[config.mk]
export PLATFORM = sky130hd
export DESIGN_NAME = fcw_deser
export DESIGN_NICKNAME = d
export VERILOG_FILES = /design/src/rtl/fcw_deser_pkg.sv /design/src/rtl/fcw_frame_rx.sv /design/src/rtl/fcw_wclk_gen.sv /design/src/rtl/fcw_deser.sv
export SDC_FILE = /design/constraint.sdc
export NUM_CORES = 1
export LEC_CHECK = 0
export ABC_AREA = 1
export BUFFER_PORTS_ARGS = -buffer_cell sky130_fd_sc_hd__buf_2
export CAP_MARGIN = 10
export CORE_UTILIZATION = 35
export DETAILED_ROUTE_END_ITERATION = 10
export SLEW_MARGIN = 20
export SYNTH_ARGS = -nofsm -noshare
export SYNTH_HDL_FRONTEND = slang
export SYNTH_SLANG_ARGS = --single-unit
export TNS_END_PERCENT = 5
[constraint.sdc]
create_clock -name clk_i -period 2.26 [get_ports clk_i]
set_input_delay 0.113 -clock clk_i [delete_from_list [all_inputs] [get_ports clk_i]]
set_output_delay 0.113 -clock clk_i [all_outputs]
set_load 0.01 [all_outputs]
[src/rtl/fcw_deser_pkg.sv]
package fcw_deser_pkg;
    localparam int DATA_W      = 12;
    localparam int FRAME_SLOTS = DATA_W + 2;
    localparam int SLOT_CW     = $clog2(DATA_W + 1);

    typedef struct packed {
        logic               busy;
        logic [SLOT_CW-1:0] cnt;
        logic [DATA_W-1:0]  sh;
    } rx_state_t;
endpackage

[src/rtl/fcw_frame_rx.sv]
module fcw_frame_rx
    import fcw_deser_pkg::*;
(
    input  logic              clk_i,
    input  logic              rst_ni,
    input  logic              en_i,
    input  logic              bit_i,
    output logic              done_o,
    output logic              err_o,
    output logic [DATA_W-1:0] word_o
);
    rx_state_t st_d, st_q;

    always_comb begin
        st_d   = st_q;
        done_o = 1'b0;
        err_o  = 1'b0;
        word_o = st_q.sh;
        if (en_i) begin
            if (!st_q.busy) begin
                if (bit_i) begin
                    st_d.busy = 1'b1;
                    st_d.cnt  = '0;
                end
            end else if (st_q.cnt != SLOT_CW'(DATA_W)) begin
                st_d.sh  = {st_q.sh[DATA_W-2:0], bit_i};
                st_d.cnt = st_q.cnt + 1'b1;
            end else begin
                st_d.busy = 1'b0;
                done_o    = ~bit_i;
                err_o     = bit_i;
            end
        end
    end

    always_ff @(posedge clk_i or negedge rst_ni) begin
        if (!rst_ni) st_q <= '0;
        else         st_q <= st_d;
    end
endmodule

[src/rtl/fcw_wclk_gen.sv]
module fcw_wclk_gen #(
    parameter int FRAME_SLOTS = 14,
    parameter int HALF_SLOTS  = 7,
    parameter int CNT_W       = 8
) (
    input  logic clk_i,
    input  logic rst_ni,
    input  logic en_i,
    input  logic done_i,
    output logic wclk_o
);
    localparam logic [CNT_W-1:0] CNT_MAX = {CNT_W{1'b1}};

    typedef struct packed {
        logic [CNT_W-1:0] ivl;
        logic [CNT_W-1:0] rem;
        logic             seen;
        logic             clk;
    } wc_state_t;

    wc_state_t st_d, st_q;
    logic [CNT_W:0] period;

    always_comb begin
        st_d   = st_q;
        period = st_q.seen ? ({1'b0, st_q.ivl} + 1'b1) : (CNT_W+1)'(FRAME_SLOTS);
        if (en_i) begin
            if (done_i) begin
                st_d.ivl  = '0;
                st_d.seen = 1'b1;
                st_d.clk  = 1'b1;
                if (period > (CNT_W+1)'(HALF_SLOTS))
                    st_d.rem = CNT_W'(period - (CNT_W+1)'(HALF_SLOTS));
                else
                    st_d.rem = CNT_W'(1);
            end else begin
                if (st_q.ivl != CNT_MAX) st_d.ivl = st_q.ivl + 1'b1;
                if (st_q.clk) begin
                    if (st_q.rem <= CNT_W'(1)) begin
                        st_d.clk = 1'b0;
                        st_d.rem = '0;
                    end else begin
                        st_d.rem = st_q.rem - 1'b1;
                    end
                end
            end
        end
    end

    always_ff @(posedge clk_i or negedge rst_ni) begin
        if (!rst_ni) st_q <= '0;
        else         st_q <= st_d;
    end

    assign wclk_o = st_q.clk;
endmodule

[src/rtl/fcw_deser.sv]
module fcw_deser
    import fcw_deser_pkg::*;
#(
    parameter int HALF_SLOTS = 7,
    parameter int CNT_W      = 8
) (
    input  logic              clk_i,
    input  logic              rst_ni,
    input  logic              bit_en_i,
    input  logic              ser_i,
    input  logic              dir_ser_i,
    input  logic              sel_a_i,
    input  logic              sel_b_i,
    output logic [DATA_W-1:0] word_o,
    output logic              word_vld_o,
    output logic              word_clk_o,
    output logic              frame_err_o
);
    typedef struct packed {
        logic [DATA_W-1:0] word;
        logic              vld;
        logic              err;
    } out_state_t;

    out_state_t o_d, o_q;
    logic              rx_en, rx_done, rx_err, wclk, sel_on;
    logic [DATA_W-1:0] rx_word;

    assign rx_en  = bit_en_i & ~dir_ser_i;
    assign sel_on = sel_a_i | sel_b_i;

    fcw_frame_rx u_rx (
        .clk_i  (clk_i),
        .rst_ni (rst_ni),
        .en_i   (rx_en),
        .bit_i  (ser_i),
        .done_o (rx_done),
        .err_o  (rx_err),
        .word_o (rx_word)
    );

    fcw_wclk_gen #(
        .FRAME_SLOTS (FRAME_SLOTS),
        .HALF_SLOTS  (HALF_SLOTS),
        .CNT_W       (CNT_W)
    ) u_wclk (
        .clk_i  (clk_i),
        .rst_ni (rst_ni),
        .en_i   (rx_en),
        .done_i (rx_done),
        .wclk_o (wclk)
    );

    always_comb begin
        o_d     = o_q;
        o_d.vld = rx_done;
        o_d.err = rx_err;
        if (rx_done) o_d.word = rx_word;
    end

    always_ff @(posedge clk_i or negedge rst_ni) begin
        if (!rst_ni) o_q <= '0;
        else         o_q <= o_d;
    end

    assign word_o      = sel_on ? o_q.word : '0;
    assign word_vld_o  = sel_on & o_q.vld;
    assign word_clk_o  = sel_on & wclk;
    assign frame_err_o = sel_on & o_q.err;
endmodule

After elaboration in Yosys (flattened, before gate mapping)
Cells that the tools add are included.
{"block": "classes", "add_sub_neg": 5, "order_cmp": 2, "eq_ne": 3, "muxes": 20, "bitwise_logic": 7, "n_reduce_logical": 8}
{"operator": "$mux W16", "n": 2}
{"operator": "$mux W8", "n": 4}
{"operator": "$mux W12", "n": 1}
{"operator": "$mux W1", "n": 10}
{"operator": "$mux W5", "n": 2}
{"operator": "$add A8 B1 Y9 const B", "n": 1}
{"operator": "$gt A9 B3 Y1 const B", "n": 1}
{"operator": "$mux W9", "n": 1}
{"operator": "$add A8 B1 Y8 const B", "n": 1}
{"operator": "$le A8 B1 Y1 const B", "n": 1}
{"operator": "$ne A8 B8 Y1 const B", "n": 1}
{"operator": "$sub A8 B1 Y8 const B", "n": 1}
{"operator": "$sub A8 B3 Y8 const B", "n": 1}
{"operator": "$reduce_and A2 Y1", "n": 3}
{"operator": "$reduce_and A3 Y1", "n": 2}
{"operator": "$reduce_bool A2 Y1", "n": 3}
{"operator": "$add A4 B1 Y4 const B", "n": 1}
{"operator": "$and A1 B1 Y1", "n": 4}
{"operator": "$ne A4 B4 Y1 const B", "n": 1}
{"operator": "$ne A2 B2 Y1 const B", "n": 1}
{"operator": "$not A1 Y1", "n": 2}
{"operator": "$or A1 B1 Y1", "n": 1}
{"block": "word_totals", "register_bits": 49, "input_bits": 7, "out_inout_bits": 15, "wordCells": 55}

Longest topological paths before layout
{"block": "logic_depth", "word_depth": 6, "ltp_mapped": 13, "depth_no_buf": 13}

By module
Synthesis repeated with hierarchy kept, for this count alone.
{"block": "hier_totals", "hier_cells": 377, "area_unflattened_um2": 2931.6}
{"mod": "fcw_wclk_gen", "n_inst": 1, "cells_each": 187, "area_per_inst_um2": 1411.4, "seq_area_each_um2": 450.4}
{"mod": "fcw_frame_rx", "n_inst": 1, "cells_each": 103, "area_per_inst_um2": 873.3, "seq_area_each_um2": 425.4}
{"mod": "fcw_deser", "n_inst": 1, "cells_each": 87, "area_per_inst_um2": 646.9, "seq_area_each_um2": 350.3}

Worst setup path before layout
Ideal clock, no wire load.
{"block": "synth_timing", "path_kind": "flip-flop to flip-flop", "from": "register u_wclk.st_q[10] (netlist name)", "to": "register u_wclk.st_q[2] (netlist name)", "arrival_ns": 1.486, "required_ns": 2.141, "path_slack_ns": 0.655, "path_stages_with_launch": 13, "path_buffers": 0, "synth_period_minus_slack_ns": 1.605, "cell_sequence": "dfrtp_1 ha_1 inv_1 nand2_1 ha_1 nand2_1 nand2_1 nand3_1 nor2_2 nand2_4 nand2_2 nand2_1 nand2_1"}
{"block": "synth_via", "elab_chain_cells": 5}
{"item": "start, declared", "line_no": "fcw_wclk_gen.sv:21", "source": "wc_state_t st_d, st_q;"}
{"item": "start signal, assigned", "line_no": "fcw_wclk_gen.sv:52", "source": "else st_q <= st_d;"}
{"item": "$add A8 B1 Y9 *", "line_no": "fcw_wclk_gen.sv:26", "source": "period = st_q.seen ? ({1'b0, st_q.ivl} + 1'b1) : (CNT_W+1)'(FRAME_SLOTS);"}
{"item": "$mux W9 *", "line_no": "fcw_wclk_gen.sv:26"}
{"item": "$sub A8 B3 Y8 or $gt A9 B3 Y1 (tied branches)", "line_no": "fcw_wclk_gen.sv:33, fcw_wclk_gen.sv:32"}
{"item": "$mux W8 *", "line_no": "fcw_wclk_gen.sv:32", "source": "if (period > (CNT_W+1)'(HALF_SLOTS))"}
{"item": "$mux W16 *", "line_no": "fcw_wclk_gen.sv:28", "source": "if (done_i) begin"}
Every way passes the cells marked *; elsewhere a longest branch is shown, timed or not.
A chain may end at the register's enable or synchronous reset.

Worst setup path in the final report
{"block": "layout_timing", "from": "register u_rx.st_q[12] (netlist name)", "to": "register u_wclk.st_q[4] (netlist name)"}
{"block": "layout_via", "elab_chain_cells": 6}
{"item": "start, declared", "line_no": "fcw_frame_rx.sv:12", "source": "rx_state_t st_d, st_q;"}
{"item": "start signal, assigned", "line_no": "fcw_frame_rx.sv:38", "source": "else st_q <= st_d;"}
{"item": "$ne A4 B4 Y1 *", "line_no": "fcw_frame_rx.sv:25", "source": "end else if (st_q.cnt != SLOT_CW'(DATA_W)) begin"}
{"item": "$mux W1 *", "line_no": "fcw_frame_rx.sv:25"}
{"item": "$mux W1 *", "line_no": "fcw_frame_rx.sv:20", "source": "if (!st_q.busy) begin"}
{"item": "$mux W1 *", "line_no": "fcw_frame_rx.sv:19", "source": "if (en_i) begin"}
{"item": "$reduce_bool A2 Y1 (no source line)"}
{"item": "$reduce_and A2 Y1 (no source line)"}
Marks and branches as above.

==> impl_summary.md <==
Run status
The flow ran to the end, and the final reports show no timing, DRC or antenna violations.

Worst setup path
Across all register-to-register paths, the minimum setup slack is 0.46 ns. The largest fanout of any net on the critical path is 13. The most critical setup path has its endpoint at u_wclk.st_q[4]. In this run the number of cells on the critical path is 10. Among all stages on the critical path, the largest delay is contributed by sky130_fd_sc_hd__dfrtp_1.

STA classifies the critical path endpoint as a register. Data on the critical path is required at its endpoint by ~2.5 ns. At the worst endpoint, the arrival time is 2.00 ns. The stage delay of the slowest cell on the critical path is between 0.4 and 0.5 ns.

STA classifies the critical path startpoint as a register. The number of buffer and inverter instances along the worst setup path is 3. The reg-to-reg endpoint is u_wclk.st_q[4]. The critical path goes through inv_1 -> ha_1 -> nand3_1 -> nor2_1 -> nand3_1 -> buf_4 -> nand2_1 -> inv_1 -> a21oi_1 -> a21oi_2. The category of the most critical setup path is reg2reg.

The worst flop-to-flop path startpoint is u_rx.st_q[12]. Broken down by cell family, the worst path's largest delay share belongs to simple AND/OR/NAND/NOR gates. The first element of the critical path is u_rx.st_q[12].

The cell count of the worst reg-to-reg path is 10.

Layout
The core utilization of the finished layout is between 40% and 50%. The finished layout holds 484 standard cells, fillers aside. The number of antenna diodes in the final layout is 0. For this run, the post-layout net count is 397. The area growth from synthesis to layout is 12.9%. Summing all non-filler instances in the final layout gives an area of 0.00304 sq mm.

The share of final-layout standard cells stronger than drive strength 1 is 13.8%.

Routing
The number of vias per cell is 4.67. For this block, the initial DRC count from the detailed router was 145. Across all layers, the routed design uses 2261 vias.

The met3 wire length is between 100 and 150 um. The wire length on met1 is 2810 um. The pre-antenna-repair detailed-routing pass consisted of 4 iterations.

The detail route stage leaves a number of antenna-violating nets equal to 0. The aggregate routed wire length is around 5500 um. The uppermost layer routed is met4. After detailed routing, the average wire length per cell comes to roughly 11 um. The wire length on met2 is 2490 um. The detailed-route DRC error count is 0.

Clock tree
The total clock sinks is 49. The number of clock buffers added by TritonCTS is 5. Clock-pin slew was measured on the worst setup and hold paths at 0.10 ns. The post-CTS setup-driven buffer insertion count is 0.

The number of H-tree levels is 2. The maximum buffer depth of the clock tree is 2. The clock root buffer is sky130_fd_sc_hd__clkbuf_8. TritonCTS built the clock tree. The insertion delay of the later-clocked pin in the worst-skew pair is about 0.3 ns.

Floorplanning
The I/O pin count is 22. For this configuration, the core starts out at a cell density of 36.7%. The horizontal die dimension is 89.7 um. The cell row count is 31. The core region is around 0.0073 sq mm. The y dimension of the die is 89.7 um.

The die covers 0.00804 sq mm.

Power and ir drop
Summed over all cells, the static leakage comes to 1.54 nW. For this design the ratio of total power to cell area is 999 mW/mm^2. VDD sags by at most 0.340 mV. After layout, the design draws a total of 3.04 mW.

Synthesis
Yosys mapped a number of flops with a built-in enable equal to 0. The synthesized design devotes to its leading area cell type roughly 46% of total area. The synthesized area divided by synthesized cell count is 7.51 sq um. The cell area that synthesis handed to floorplanning was 0.00269 sq mm. In this run, synthesis produced a sequential element count of 49.

For this run, the leading register cell type out of synthesis is sky130_fd_sc_hd__dfrtp_1. The synthesized net count is 371. Of all cell types, the one taking the most synthesized area is sky130_fd_sc_hd__dfrtp_1. The async set-reset flop share out of synthesis is 100%. After synthesis, the netlist uses 30 different library cells.

The total number of yosys warnings is 0. Of the synthesized area, sequential elements account for 45.6%. Synthesis produced a netlist whose cell count is 358.

In the post-synthesis netlist, the biggest area contributors are sky130_fd_sc_hd__dfrtp_1 (46%), sky130_fd_sc_hd__nand2_1 (11%), sky130_fd_sc_hd__inv_1 (8.2%), sky130_fd_sc_hd__o21ai_0 (7.6%), sky130_fd_sc_hd__nor2_1 (4.6%).

Place
At the placement stage, the worst setup path has a slack of 0.472 ns. Once placement completed, the tool counted placed cells totaling 475. The wire-length estimate of the detail-placed layout is around 4000 um. The port buffer count is 21. The instance area at placement is 0.00291 sq mm. The congestion estimate from routability-driven global placement came to 0.796.

GRT
Across every metal layer, demand over resource in global routing totals 15.6%. The global-route wire length before repair is 9770 um. The via count of the first global-routing pass is 2143.

The sum of overflow across all layers after global routing is 0. The maximum number of pins on one net before global-route repair is 50. The number of antenna violations at the first check in global routing was 0.

Worst hold path
The class of the tightest hold or removal check is in2reg.

Timing
The clock period minus worst slack is approximately 1.8 ns. The final max-slew violation count came to 0. Between clock sinks in the finished design, the worst skew comes to 0.00758 ns. Measured against its own limit, the worst slew margin works out to 58.3%. The slew at the pin closest to its max-slew limit is about 0.63 ns. Setup repair after global routing left no endpoint under its margin.

The number of endpoints with negative hold slack in the final report came to 0. Setup violations remaining at the end of the flow were counted as 0. The setup slack after layout is 0.458 ns. Adding up every negative setup slack in the final design gives 0 ns. Dividing the final minimum period by the clock period gives 79.7%.

The tightest hold margin is 0.146 ns. The fmax is 555 MHz.

Job
The tool flagged a number of max-cap violations equal to 0.
==> flip-flops by register name (all words and copies together), names as in the netlist <==
signal / flops
o_q: 14
u_wclk.st_q: 17
u_rx.st_q: 5
u_wclk.wclk_o: 1
u_rx.word_o: 12
==> metal layers <==
layer,global-route usage (%),vias to the layer above
met1,22.1,1048
li1,-,1177
met5,0,-
met2,24.7,29
met4,4.76,0
met3,2.29,7
==> area by class of cell <==
type,count,area [sq um]
Fill cell,752,4290
Sequential cell,49,1230
Multi-Input combinational cell,236,1170
Inverter,64,240
Timing Repair Buffer,28,160
Tap cell,99,124
Clock buffer,5,68.8
Clock inverter,3,46.3
==> worst min-delay path by stage <==
stage / from / to / cells past startpoint
2_1_floorplan: rst_ni / o_q[0] / 0
3_3_place_gp: rst_ni / u_wclk.st_q[16] / 2
3_5_place_dp: rst_ni / u_wclk.st_q[16] / 2
4_1_cts: ser_i / o_q[0] / 3
5_1_grt: ser_i / o_q[0] / 3
6_report: ser_i / o_q[0] / 3
==> worst reg2reg max path, stage by stage, from the launching register on <==
cell                      delay (ns)
sky130_fd_sc_hd__dfrtp_1        0.41
sky130_fd_sc_hd__inv_1          0.09
sky130_fd_sc_hd__ha_1           0.15
sky130_fd_sc_hd__nand3_1        0.12
sky130_fd_sc_hd__nor2_1         0.10
sky130_fd_sc_hd__nand3_1        0.12
sky130_fd_sc_hd__buf_4          0.21
sky130_fd_sc_hd__nand2_1        0.17
sky130_fd_sc_hd__inv_1          0.09
sky130_fd_sc_hd__a21oi_1        0.17
sky130_fd_sc_hd__a21oi_2        0.08
==> kinds of logic (layout without fill, tap and decap cells) <==
kind of cell,Yosys count,in the layout,synth area share [%]
and+or+nand+nor,164,164,27.1
buffers and inverters,73,100,10.8
AOI/OAI and AO/OA,59,59,11.4
DFF,49,49,45.6
xor gates and xnor gates,7,7,2.28
adders and majority gates,6,6,2.79
==> where the power goes <==
group          internal [mW]  switching [mW]
clock                  0.332           0.309
combinational          0.401           0.718
sequential              1.08           0.194
total                   1.81            1.22
==> cells in the mapped netlist, types with 2 or more instances <==
cell type,instances
sky130_fd_sc_hd__nand2_1,77
sky130_fd_sc_hd__dfrtp_1,49
sky130_fd_sc_hd__buf_2,2
sky130_fd_sc_hd__nor2_2,3
sky130_fd_sc_hd__xor2_1,4
sky130_fd_sc_hd__nand4_1,6
sky130_fd_sc_hd__a21oi_2,2
sky130_fd_sc_hd__o21ai_1,4
sky130_fd_sc_hd__a21oi_1,9
sky130_fd_sc_hd__clkbuf_1,4
sky130_fd_sc_hd__xnor2_1,3
sky130_fd_sc_hd__nor3_1,9
sky130_fd_sc_hd__nand2_2,6
sky130_fd_sc_hd__buf_4,2
sky130_fd_sc_hd__nand3_2,2
sky130_fd_sc_hd__inv_1,59
sky130_fd_sc_hd__clkinv_1,2
sky130_fd_sc_hd__nor2_1,33
sky130_fd_sc_hd__o21ai_0,41
sky130_fd_sc_hd__ha_1,6
sky130_fd_sc_hd__nand3_1,24
sky130_fd_sc_hd__inv_2,3
==> cell usage in the layout (no fill, tap or decap), types with 5 or more instances in the layout <==
cell	instances
sky130_fd_sc_hd__nand4_1	6
sky130_fd_sc_hd__nor2_1	33
sky130_fd_sc_hd__a21oi_1	9
sky130_fd_sc_hd__nor3_1	9
sky130_fd_sc_hd__ha_1	6
sky130_fd_sc_hd__buf_4	6
sky130_fd_sc_hd__nand2_2	6
sky130_fd_sc_hd__buf_2	21
sky130_fd_sc_hd__dfrtp_1	49
sky130_fd_sc_hd__inv_1	59
sky130_fd_sc_hd__nand3_1	24
sky130_fd_sc_hd__clkbuf_8	5
sky130_fd_sc_hd__o21ai_0	41
sky130_fd_sc_hd__nand2_1	77
==> what timing repair did <==
action                                 in CTS  in global routing
gates resized for setup                     0                  0
endpoints found under the hold margin      49                  0
hold buffers                                1                  0
Note: power is estimated with default switching activity, not from simulation.
